File: config.mk
export PLATFORM = sky130hd
export DESIGN_NAME = cctimer16
export DESIGN_NICKNAME = d
export VERILOG_FILES = /design/src/rtl/cctimer_pkg.sv /design/src/rtl/cct_counter.sv /design/src/rtl/cct_channel.sv /design/src/rtl/cctimer16.sv
export SDC_FILE = /design/constraint.sdc
export NUM_CORES = 1
export LEC_CHECK = 0
export ABC_AREA = 1
export CAP_MARGIN = 40
export CORE_UTILIZATION = 60
export DETAILED_ROUTE_END_ITERATION = 7
export GPL_TIMING_DRIVEN = 0
export PLACE_DENSITY = 0.92
export SKIP_CTS_REPAIR_TIMING = 1
export SLEW_MARGIN = 20
export SYNTH_ARGS = -nofsm -noshare
export SYNTH_HDL_FRONTEND = slang
export SYNTH_SLANG_ARGS = --single-unit
File: constraint.sdc
create_clock -name clk -period 4.11 [get_ports clk]
set_input_delay 0.822 -clock clk [delete_from_list [all_inputs] [get_ports clk]]
set_output_delay 0.822 -clock clk [all_outputs]
set_load 0.1 [all_outputs]
File: src/rtl/cctimer_pkg.sv
package cctimer_pkg;

    localparam int DW  = 16;   // register and counter width
    localparam int AW  = 9;    // bus byte address width
    localparam int NCH = 2;    // capture/compare channels

    localparam logic [AW-1:0] A_TCTL     = 9'h160;
    localparam logic [AW-1:0] A_CCTL_BASE = 9'h162;
    localparam logic [AW-1:0] A_CNT      = 9'h170;
    localparam logic [AW-1:0] A_CVAL_BASE = 9'h172;
    localparam logic [AW-1:0] A_IVEC     = 9'h12E;

    localparam logic [DW-1:0] IV_NONE = 16'd0;
    localparam logic [DW-1:0] IV_CH1  = 16'd2;
    localparam logic [DW-1:0] IV_OVF  = 16'd10;

    typedef enum logic [1:0] {
        SRC_EXT = 2'd0,
        SRC_AUX = 2'd1,
        SRC_SMC = 2'd2,
        SRC_ALT = 2'd3
    } clk_src_e;

    typedef enum logic [1:0] {
        RM_STOP = 2'd0,
        RM_UP   = 2'd1,
        RM_CONT = 2'd2,
        RM_HALT = 2'd3
    } run_mode_e;

    typedef enum logic [1:0] {
        EDGE_NONE = 2'd0,
        EDGE_RISE = 2'd1,
        EDGE_FALL = 2'd2,
        EDGE_BOTH = 2'd3
    } edge_e;

    typedef enum logic [1:0] {
        IN_A    = 2'd0,
        IN_B    = 2'd1,
        IN_LOW  = 2'd2,
        IN_HIGH = 2'd3
    } insel_e;

    typedef enum logic [2:0] {
        OM_LEVEL  = 3'd0,
        OM_SET    = 3'd1,
        OM_TOGGLE = 3'd2,
        OM_RESET  = 3'd3,
        OM_SETRST = 3'd4,
        OM_RSTSET = 3'd5,
        OM_RSV6   = 3'd6,
        OM_RSV7   = 3'd7
    } outmode_e;

    // timer control, packed in bus bit order from bit 6 down to bit 0
    typedef struct packed {
        logic      ovf;    // bit 6
        logic      ovie;   // bit 5
        logic      clr;    // bit 4, never stored as 1
        run_mode_e mode;   // bits 3:2
        clk_src_e  src;    // bits 1:0
    } tmr_ctl_t;

    // channel control, packed in bus bit order from bit 11 down to bit 0
    typedef struct packed {
        logic     cov;     // bit 11
        logic     flag;    // bit 10
        logic     ie;      // bit 9
        logic     outval;  // bit 8
        outmode_e om;      // bits 7:5
        logic     capmode; // bit 4
        insel_e   sel;     // bits 3:2
        edge_e    edg;     // bits 1:0
    } cc_ctl_t;

    localparam int TCW = $bits(tmr_ctl_t);
    localparam int CCW = $bits(cc_ctl_t);

    function automatic logic [AW-1:0] cctl_addr(input int idx);
        return A_CCTL_BASE + AW'(2 * idx);
    endfunction

    function automatic logic [AW-1:0] cval_addr(input int idx);
        return A_CVAL_BASE + AW'(2 * idx);
    endfunction

endpackage

File: src/rtl/cct_counter.sv
module cct_counter
    import cctimer_pkg::*;
#(
    parameter int W = 16
) (
    input  logic            clk,
    input  logic            rst,
    input  run_mode_e       mode,
    input  clk_src_e        src,
    input  logic [3:0]      src_ticks,
    input  logic [W-1:0]    period,
    input  logic            ld,
    input  logic [W-1:0]    ld_val,
    input  logic            clr,
    output logic [W-1:0]    cnt,
    output logic [W-1:0]    cnt_next,
    output logic            adv,
    output logic            wrap
);

    localparam logic [W-1:0] CNT_MAX = {W{1'b1}};

    logic running;

    assign running = (mode == RM_UP) || (mode == RM_CONT);
    assign adv     = src_ticks[src] && running && !ld && !clr;

    always_comb begin
        cnt_next = cnt;
        wrap     = 1'b0;
        if (adv) begin
            if ((mode == RM_UP) && (cnt >= period)) begin
                cnt_next = '0;
                wrap     = 1'b1;
            end else if (cnt == CNT_MAX) begin
                cnt_next = '0;
                wrap     = 1'b1;
            end else begin
                cnt_next = cnt + W'(1);
            end
        end
    end

    always_ff @(posedge clk) begin
        if (rst) begin
            cnt <= '0;
        end else if (ld) begin
            cnt <= ld_val;
        end else if (clr) begin
            cnt <= '0;
        end else begin
            cnt <= cnt_next;
        end
    end

    // without an advance, load or clear the count holds
    assert_hold_R2: assert property (@(posedge clk) disable iff (rst)
        (!adv && !ld && !clr) |=> (cnt == $past(cnt)));

    // up mode returns to zero once the period is reached
    assert_up_wrap_R3: assert property (@(posedge clk) disable iff (rst)
        (adv && mode == RM_UP && cnt >= period) |=> (cnt == '0));

    // continuous mode rolls from all ones to zero
    assert_cont_wrap_R4: assert property (@(posedge clk) disable iff (rst)
        (adv && mode == RM_CONT && cnt == CNT_MAX) |=> (cnt == '0));

    // a load wins over counting
    assert_load_R5: assert property (@(posedge clk) disable iff (rst)
        ld |=> (cnt == $past(ld_val)));

endmodule

File: src/rtl/cct_channel.sv
module cct_channel
    import cctimer_pkg::*;
#(
    parameter int W = 16
) (
    input  logic            clk,
    input  logic            rst,
    input  logic [W-1:0]    cnt_cur,
    input  logic [W-1:0]    cnt_next,
    input  logic            adv,
    input  logic            period_evt,
    input  logic            in_a,
    input  logic            in_b,
    input  logic            ctl_we,
    input  logic            val_we,
    input  logic [DW-1:0]   wdata,
    input  logic            vec_clr,
    output cc_ctl_t         ctl,
    output logic [W-1:0]    val,
    output logic            match,
    output logic            out
);

    logic sel_in;
    logic prev_in;
    logic rise;
    logic fall;
    logic cap_evt;

    always_comb begin
        unique case (ctl.sel)
            IN_A:    sel_in = in_a;
            IN_B:    sel_in = in_b;
            IN_LOW:  sel_in = 1'b0;
            default: sel_in = 1'b1;
        endcase
    end

    assign rise    = sel_in && !prev_in;
    assign fall    = !sel_in && prev_in;
    assign cap_evt = ctl.capmode &&
                     ((ctl.edg[0] && rise) || (ctl.edg[1] && fall));
    assign match   = !ctl.capmode && adv && (cnt_next == val);

    always_ff @(posedge clk) begin
        if (rst) begin
            prev_in <= 1'b0;
        end else begin
            prev_in <= sel_in;
        end
    end

    // control word: software write first, hardware sets take the last word
    always_ff @(posedge clk) begin
        if (rst) begin
            ctl <= '0;
        end else begin
            if (ctl_we) begin
                ctl <= cc_ctl_t'(wdata[CCW-1:0]);
            end else if (vec_clr) begin
                ctl.flag <= 1'b0;
            end
            if (cap_evt) begin
                ctl.flag <= 1'b1;
                if (ctl.flag) begin
                    ctl.cov <= 1'b1;
                end
            end
            if (match) begin
                ctl.flag <= 1'b1;
            end
        end
    end

    always_ff @(posedge clk) begin
        if (rst) begin
            val <= '0;
        end else if (cap_evt) begin
            val <= cnt_cur;
        end else if (val_we) begin
            val <= wdata[W-1:0];
        end
    end

    always_ff @(posedge clk) begin
        if (rst) begin
            out <= 1'b0;
        end else begin
            unique case (ctl.om)
                OM_SET:    if (match) out <= 1'b1;
                OM_TOGGLE: if (match) out <= !out;
                OM_RESET:  if (match) out <= 1'b0;
                OM_SETRST: begin
                    if (match)           out <= 1'b1;
                    else if (period_evt) out <= 1'b0;
                end
                OM_RSTSET: begin
                    if (match)           out <= 1'b0;
                    else if (period_evt) out <= 1'b1;
                end
                default:   out <= ctl.outval;
            endcase
        end
    end

    // a capture stores the count seen in its cycle
    assert_cap_val_R6: assert property (@(posedge clk) disable iff (rst)
        cap_evt |=> (val == $past(cnt_cur)));

    // capturing over a pending flag marks an overrun
    assert_cap_ovr_R7: assert property (@(posedge clk) disable iff (rst)
        (cap_evt && ctl.flag) |=> ctl.cov);

    // a compare match always leaves the flag set
    assert_match_flag_R8: assert property (@(posedge clk) disable iff (rst)
        match |=> ctl.flag);

    // toggle mode flips the pin on a match
    assert_toggle_R8: assert property (@(posedge clk) disable iff (rst)
        (match && ctl.om == OM_TOGGLE) |=> (out != $past(out)));

endmodule

File: src/rtl/cctimer16.sv
module cctimer16
    import cctimer_pkg::*;
#(
    parameter int CW = cctimer_pkg::DW
) (
    input  logic            clk,
    input  logic            rst,
    input  logic [AW-1:0]   bus_addr,
    input  logic            bus_wr,
    input  logic            bus_rd,
    input  logic [DW-1:0]   bus_wdata,
    output logic [DW-1:0]   bus_rdata,
    input  logic            tick_ext,
    input  logic            tick_aux,
    input  logic            tick_smc,
    input  logic            tick_alt,
    input  logic [NCH-1:0]  cap_a,
    input  logic [NCH-1:0]  cap_b,
    output logic [NCH-1:0]  cc_out,
    output logic            irq_ch0,
    output logic            irq_vec
);

    tmr_ctl_t        tctl;
    logic [CW-1:0]   cnt;
    logic [CW-1:0]   cnt_next;
    logic            adv;
    logic            wrap;
    logic            cnt_ld;
    logic            cnt_clr;
    logic            tctl_we;
    logic [3:0]      src_ticks;

    cc_ctl_t         ch_ctl   [NCH];
    logic [CW-1:0]   ch_val   [NCH];
    logic [NCH-1:0]  ch_match;
    logic [NCH-1:0]  ch_ctl_we;
    logic [NCH-1:0]  ch_val_we;
    logic [NCH-1:0]  ch_vclr;

    logic [DW-1:0]   ivec;
    logic            rd_vec;
    logic            ack_ch1;
    logic            ack_ovf;

    assign src_ticks = {tick_alt, tick_smc, tick_aux, tick_ext};
    assign tctl_we   = bus_wr && (bus_addr == A_TCTL);
    assign cnt_ld    = bus_wr && (bus_addr == A_CNT);
    assign cnt_clr   = tctl_we && bus_wdata[4];

    cct_counter #(.W(CW)) i_counter (
        .clk       (clk),
        .rst       (rst),
        .mode      (tctl.mode),
        .src       (tctl.src),
        .src_ticks (src_ticks),
        .period    (ch_val[0]),
        .ld        (cnt_ld),
        .ld_val    (bus_wdata[CW-1:0]),
        .clr       (cnt_clr),
        .cnt       (cnt),
        .cnt_next  (cnt_next),
        .adv       (adv),
        .wrap      (wrap)
    );

    // timer control: the clear bit is a strobe and is never kept
    always_ff @(posedge clk) begin
        if (rst) begin
            tctl <= '0;
        end else begin
            if (tctl_we) begin
                tctl     <= tmr_ctl_t'(bus_wdata[TCW-1:0]);
                tctl.clr <= 1'b0;
            end else if (ack_ovf) begin
                tctl.ovf <= 1'b0;
            end
            if (wrap) begin
                tctl.ovf <= 1'b1;
            end
        end
    end

    generate
        for (genvar g = 0; g < NCH; g++) begin : g_ch
            assign ch_ctl_we[g] = bus_wr && (bus_addr == cctl_addr(g));
            assign ch_val_we[g] = bus_wr && (bus_addr == cval_addr(g));
            if (g == 1) begin : g_vec_src
                assign ch_vclr[g] = ack_ch1;
            end else begin : g_own_irq
                assign ch_vclr[g] = 1'b0;
            end

            cct_channel #(.W(CW)) i_chan (
                .clk        (clk),
                .rst        (rst),
                .cnt_cur    (cnt),
                .cnt_next   (cnt_next),
                .adv        (adv),
                .period_evt (ch_match[0]),
                .in_a       (cap_a[g]),
                .in_b       (cap_b[g]),
                .ctl_we     (ch_ctl_we[g]),
                .val_we     (ch_val_we[g]),
                .wdata      (bus_wdata),
                .vec_clr    (ch_vclr[g]),
                .ctl        (ch_ctl[g]),
                .val        (ch_val[g]),
                .match      (ch_match[g]),
                .out        (cc_out[g])
            );
        end
    endgenerate

    // priority vector: channel 1 ahead of overflow
    always_comb begin
        if (ch_ctl[1].flag && ch_ctl[1].ie) begin
            ivec = IV_CH1;
        end else if (tctl.ovf && tctl.ovie) begin
            ivec = IV_OVF;
        end else begin
            ivec = IV_NONE;
        end
    end

    assign rd_vec  = bus_rd && (bus_addr == A_IVEC);
    assign ack_ch1 = rd_vec && (ivec == IV_CH1);
    assign ack_ovf = rd_vec && (ivec == IV_OVF);

    assign irq_ch0 = ch_ctl[0].flag && ch_ctl[0].ie;
    assign irq_vec = (ivec != IV_NONE);

    always_comb begin
        bus_rdata = '0;
        if (bus_addr == A_TCTL) begin
            bus_rdata = {{(DW-TCW){1'b0}}, tctl};
        end else if (bus_addr == A_CNT) begin
            bus_rdata = DW'(cnt);
        end else if (bus_addr == A_IVEC) begin
            bus_rdata = ivec;
        end
        for (int i = 0; i < NCH; i++) begin
            if (bus_addr == cctl_addr(i)) begin
                bus_rdata = {{(DW-CCW){1'b0}}, ch_ctl[i]};
            end
            if (bus_addr == cval_addr(i)) begin
                bus_rdata = DW'(ch_val[i]);
            end
        end
    end

    // acknowledging overflow clears it unless a wrap lands on that edge
    assert_ack_ovf_R12: assert property (@(posedge clk) disable iff (rst)
        (ack_ovf && !wrap && !tctl_we) |=> !tctl.ovf);

    // a wrap during the acknowledge keeps the flag
    assert_set_wins_R12: assert property (@(posedge clk) disable iff (rst)
        wrap |=> tctl.ovf);

    // the clear strobe is never held in the control word
    assert_clr_strobe_R5: assert property (@(posedge clk) disable iff (rst)
        tctl_we |=> !tctl.clr);

    // the vector line and the code agree, channel 0 excluded
    assert_vec_line_R11: assert property (@(posedge clk) disable iff (rst)
        (!ch_ctl[1].ie && !tctl.ovie) |-> !irq_vec);

endmodule

==> results of run 1 <==
==> final cells by class <==
type                            instances  area (um^2)  share of cell area [%]
Multi-Input combinational cell        652         3440                    49.9
Clock buffer                            9          124                    1.80
Clock inverter                          7         66.3                   0.964
Timing Repair Buffer                   64          798                    11.6
Tap cell                              111          139                    2.02
Inverter                              130          488                    7.09
Buffer                                 35          186                    2.71
Sequential cell                        82         1640                    23.9
==> sequential cells by signal, summed over array words and instances, names as in the netlist <==
name                 flops
g_ch.i_chan.ctl         24
g_ch.i_chan.val         32
i_counter.cnt           16
g_ch.i_chan.out          2
tctl                     6
g_ch.i_chan.prev_in      2
==> Yosys cell counts, types with 8 or more instances <==
| master | n | area, um^2 |
|---|---|---|
| a211oi_1 | 30 | 225 |
| a21oi_1 | 94 | 470 |
| clkbuf_1 | 27 | 101 |
| dfxtp_1 | 82 | 1640 |
| ha_1 | 18 | 225 |
| inv_1 | 123 | 462 |
| nand2_1 | 201 | 754 |
| nand2_2 | 10 | 62.6 |
| nand3_1 | 54 | 270 |
| nand4_1 | 16 | 100 |
| nor2_1 | 76 | 285 |
| nor3_1 | 8 | 40.0 |
| o21ai_0 | 77 | 385 |
| o221ai_1 | 13 | 114 |
| o22ai_1 | 13 | 81.3 |
==> power breakdown <==
group	switching (mW)	internal (mW)	total, mW
registers	0.00153	0.796	0.798
clock network	0.366	0.237	0.602
logic	0.0635	0.0428	0.106
total	0.431	1.08	1.51
==> through the flow <==
stage               util (%)  hold slack [ns]
global route            74.8            0.512
detailed placement      72.6            0.466
CTS                     74.7            0.480
floorplan                  -            0.439
global placement        69.2            0.461
finish                  74.8            0.493
==> cell families after synthesis <==
| family | after synthesis | synth area share (%) |
|---|---|---|
| compound gates | 250 | 25.7 |
| xor+xnor | 4 | 0.620 |
| fa+ha+maj | 18 | 3.98 |
| buf+inv | 165 | 11.6 |
| flops | 82 | 29.0 |
| simple gates | 380 | 29.0 |
==> worst max-delay path: cells and delay by family <==
| family | cells | cell delay, ns |
|---|---|---|
| buf+inv | 5 | 1.67 |
| simple gates | 3 | 0.50 |
| compound gates | 2 | 0.18 |
==> worst paths after layout <==
path	slack, ns	start	end
max	0.12	bus_addr[8]	bus_rdata[13]
min	0.49	g_ch[0].i_chan.ctl[0]	g_ch[0].i_chan.ctl[0]
max reg2reg	0.86	i_counter.cnt[0]	g_ch[1].i_chan.out
min reg2reg	0.49	g_ch[0].i_chan.ctl[0]	g_ch[0].i_chan.ctl[0]
==> layer usage <==
layer  up-vias  part of all wire [%]  wire [um]
met5         -                     0          0
met4         0                   6.9       1490
met3       138                    12       2610
met2       523                    45       9550
met1      3049                    36       7810
li1       3183                     -          -
==> results.json, run 1 <==
{
  "synth_warnings": 0,
  "finClkSkew_ns": 0.0168,
  "drive_above_1_share_pct": 9.91,
  "min_delay_path_depth": 2,
  "slew_headroom_pct": 41.8,
  "dpl.cell_count": 1085,
  "netlist_area_um2": 5650,
  "fin_cells": 1090,
  "layout_common_cells": "nand2_1, inv_1, a21oi_1",
  "crit_chain": "clkdlybuf4s50_1 > nand3_1 > nor2_2 > inv_2 > nor2_4 > clkbuf_4 > a21oi_1 > o22ai_2 > clkdlybuf4s50_1 > buf_8",
  "grt_pass1_wl_um": 33200,
  "via_per_inst": 6.32,
  "async_flop_share_pct": 0,
  "arrival_ns": 3.16,
  "cts_buffers": 9,
  "antenna_cells": 0,
  "cp-end-kind": "output port",
  "criticalPathCategory": "in -> out",
  "dieArea_um2": 9820,
  "p_per_area_nw_per_um2": 219,
  "num-fill-cells": 748,
  "max_freq_ghz": 0.251,
  "initial_utilization_pct": 61.5,
  "finalSetupViolCount": 0,
  "die_h_um": 99.1,
  "grt-ovfl-total": 0,
  "busiest_layer": "met2",
  "synth_cell_types": 39,
  "place_hpwl_um": 16600,
  "worstMarginPinSlew_ns": 0.872,
  "cp.required_ns": 3.29,
  "vias": 6893,
  "rows": 35,
  "grtUsageTotal_pct": 44.6,
  "use_met1_pct": 52.7,
  "gp_congestion": 1.00,
  "synth_seq_cells": 82,
  "hold_viol": 0,
  "path_max_fanout": 10,
  "slowest_stage": "clkdlybuf4s50_1",
  "post-route-period-util_pct": 97.0,
  "clkTransAtPathRegs_ns": 0.10,
  "fin_ws_ns": 0.123,
  "slowest_delay_ns": 0.55,
  "final_common_cell": "nand2_1",
  "ioPinCount": 57,
  "h-tree-depth": 3,
  "postRouteAntennaNets": 0,
  "cp-start-kind": "primary input",
  "maxCapViolations": 0,
  "antenna_found_initial": 0,
  "wl_per_cell_um": 19.7,
  "hp-class": "reg -> reg",
  "design.core.area_um2": 9200,
  "grt_pass1_vias": 6435,
  "power_mw": 1.51,
  "nets": 1029,
  "rsz0062_at_grt": "no",
  "synth_ff_type": "dfxtp_1",
  "synth_cells": 899,
  "die_w_um": 99.1,
  "root_buffer": "clkbuf_8",
  "syn-num-nets": 954,
  "finalMaxSlewViolations": 0,
  "synth_area_per_cell_um2": 6.29,
  "synth_edf_count": 0,
  "grt_max_degree": 18,
  "clockBufferDepth": 2,
  "worst_skew_pair.late_latency_ns": 0.38,
  "syn_to_final_growth_pct": 21.7,
  "cts_tree": "built",
  "drt_iter0_markers": 785,
  "post_dp_cell_area_um2": 6680,
  "p_leak_nw": 2.70,
  "finalSetupTns_ns": 0,
  "io_buffers": 55,
  "grt_util_met3_pct": 11.5,
  "r2r_cells": 21,
  "yosysSeqAreaShare_pct": 29.0,
  "use_met2_pct": 71.6,
  "dr.pass1.iters": 6,
  "drc": 0,
  "fin_crit_ns": 3.99,
  "crit_top_cell": "clkdlybuf4s50_1",
  "drt_wl_total_um": 21500,
  "dp_slack_ns": -0.442,
  "peakVddDrop_mv": 0.192,
  "fin_area_um2": 6880,
  "status": "complete, no violations",
  "cts.sinks": 82
}
No activity file was read; power rests on OpenSTA's default activity.
==> run 2, diff against run 1 <==
- CELL_PAD_IN_SITES_DETAIL_PLACEMENT: unset -> 1
- CELL_PAD_IN_SITES_GLOBAL_PLACEMENT: unset -> 1
- CORE_UTILIZATION: 60 -> 44
- PLACE_DENSITY: 0.92 -> 0.95
==> run 2 against run 1 <==
  * Sequential power about the same
  * Via count up 11%
  * Core utilization decreased by 18 points
  * Die area up 36%
  * First-iteration DRC count grew 45%
  * Critical path type unchanged
==> results.json, run 2 (synthesis results as in run 1) <==
{
  "dr_wl_met2_um": 13400,
  "p_per_area_nw_per_um2": 250,
  "design.core.area_um2": 12600,
  "rr_endpoint": "g_ch[1].i_chan.out",
  "p_leak_nw": 2.77,
  "rsz0062_at_grt": "yes",
  "root_buffer": "clkbuf_16",
  "h-tree-depth": 3,
  "postRouteAntennaNets": 0,
  "grt-ovfl-total": 0,
  "drc": 0,
  "peakVddDrop_mv": 0.219,
  "antenna_found_initial": 0,
  "dr_wl_met3_um": 3720,
  "p_seq_share_pct": 44.8,
  "drive_above_1_share_pct": 11.2,
  "intPower_mw": 1.33,
  "post-route-period-util_pct": 99.5,
  "ioPinCount": 57,
  "grt_pass1_vias": 7784,
  "clkTransAtPathRegs_ns": 0.06,
  "worstMarginPinSlew_ns": 0.945,
  "hp-class": "reg -> reg",
  "finalSetupViolCount": 0,
  "criticalPathCategory": "in -> out",
  "arrival_ns": 3.27,
  "cp.required_ns": 3.29,
  "path_max_fanout": 10,
  "reg2reg_from": "g_ch[0].i_chan.val[7]",
  "grtUsageTotal_pct": 44.3,
  "gp_congestion": 0.994,
  "power_mw": 1.78,
  "finalSetupTns_ns": 0,
  "wl_met1_um": 10500,
  "place_hpwl_um": 20800,
  "rows": 41,
  "vias": 7669,
  "slew_headroom_pct": 37.0,
  "clockBufferDepth": 2,
  "cts.sinks": 82,
  "dieArea_um2": 13300,
  "reg2reg_slack_ns": 0.50,
  "hold_end": "g_ch[0].i_chan.ctl[2]",
  "drt_iter0_markers": 1136,
  "layout_common_cells": "nand2_1, inv_1, a21oi_1",
  "fin_crit_ns": 4.09,
  "hold_viol": 0,
  "grt_pass1_wl_um": 43100,
  "dp_slack_ns": -0.683,
  "dr.pass1.iters": 6,
  "nets": 1034,
  "fin_cells": 1156,
  "cts_tree": "built",
  "initial_utilization_pct": 45.0,
  "p_clk_share_pct": 48.5,
  "r2r_cells": 21,
  "regMostFlops": "g_ch.i_chan.val",
  "drt_wl_total_um": 30600,
  "grt_max_degree": 14,
  "dpl.cell_count": 1146,
  "finClkSkew_ns": 0.0112,
  "startpoint": "bus_addr[4]",
  "maxCapViolations": 0,
  "min_from": "g_ch[0].i_chan.ctl[2]",
  "die_h_um": 115,
  "status": "complete, no violations",
  "cp-end-kind": "output port",
  "cts_buffers": 9,
  "via_per_inst": 6.63,
  "largest_register_ffs": 32,
  "largest_registers": "g_ch.i_chan.val x32, g_ch.i_chan.ctl x24, i_counter.cnt x16",
  "p_sw_mw": 0.456,
  "die_w_um": 115,
  "combPwrFrac_pct": 6.7,
  "final_common_cell": "nand2_1",
  "cp-start-kind": "primary input",
  "switching_share_pct": 25.6,
  "min_delay_path_depth": 2,
  "antenna_cells": 0,
  "fin_ws_ns": 0.0206,
  "max_freq_ghz": 0.245,
  "wl_per_cell_um": 26.5,
  "syn_to_final_growth_pct": 26.3,
  "io_buffers": 55,
  "worst_skew_pair.late_latency_ns": 0.37,
  "finalMaxSlewViolations": 0,
  "routed.top_layer": "met4"
}
==> run 2: power by group through the flow <==
stage                     logic (mW)  registers [mW]  clock network [mW]
after floorplan               0.0356           0.815                   0
after global placement         0.101           0.816                   0
after detailed placement       0.106           0.816                   0
after CTS                      0.107           0.798               0.837
after global routing           0.121           0.798               0.886
final                          0.120           0.798               0.866
==> run 2: routing by layer <==
layer | track usage, % | vias up
li1 | - | 3193
met1 | 47.8 | 3567
met2 | 69.8 | 621
met3 | 16.2 | 288
met4 | 36.3 | 0
met5 | 0 | -
==> run 2: area by class of cell <==
cell class	instances	area [um^2]
well taps	172	215
fillers	1668	5430
inverters	130	492
clock inverters	4	51.3
clock buffers	12	246
repair buffers	69	823
plain buffers	35	186
multi-input cells	652	3480
flip-flops and latches	82	1640
==> run 2: worst max-delay path by stage <==
stage,cells after the start,to,slack (ns)
floorplan,8,bus_rdata[0],0.03
global placement,12,bus_rdata[2],-0.94
detailed placement,12,bus_rdata[2],-0.68
CTS,12,bus_rdata[2],-0.71
global route,10,bus_rdata[11],-0.06
finish,11,bus_rdata[11],0.02
==> run 2: through the flow <==
step | cell area (um^2) | hold slack (ns) | utilization (%)
floorplan | 5670 | 0.439 | -
global route | 7140 | 0.533 | 56.8
CTS | 7050 | 0.492 | 56.1
finish | 7140 | 0.508 | 56.8
global placement | 6440 | 0.476 | 51.2
detailed placement | 6750 | 0.478 | 53.7
==> run 2: worst max-delay path, stage by stage <==
cell	delay [ns]
clkdlybuf4s50_1	0.45
inv_1	0.13
nand3_1	0.14
nor2_2	0.13
inv_1	0.12
nor2_4	0.19
inv_1	0.11
buf_2	0.24
o221ai_2	0.18
clkdlybuf4s50_1	0.55
buf_8	0.20
==> run 3, diff against run 2 <==
- SLEW_MARGIN: 20 -> unset
==> results of run 3 <==
Same layout as run 2: the final DEF is identical, and so are final timing and power.
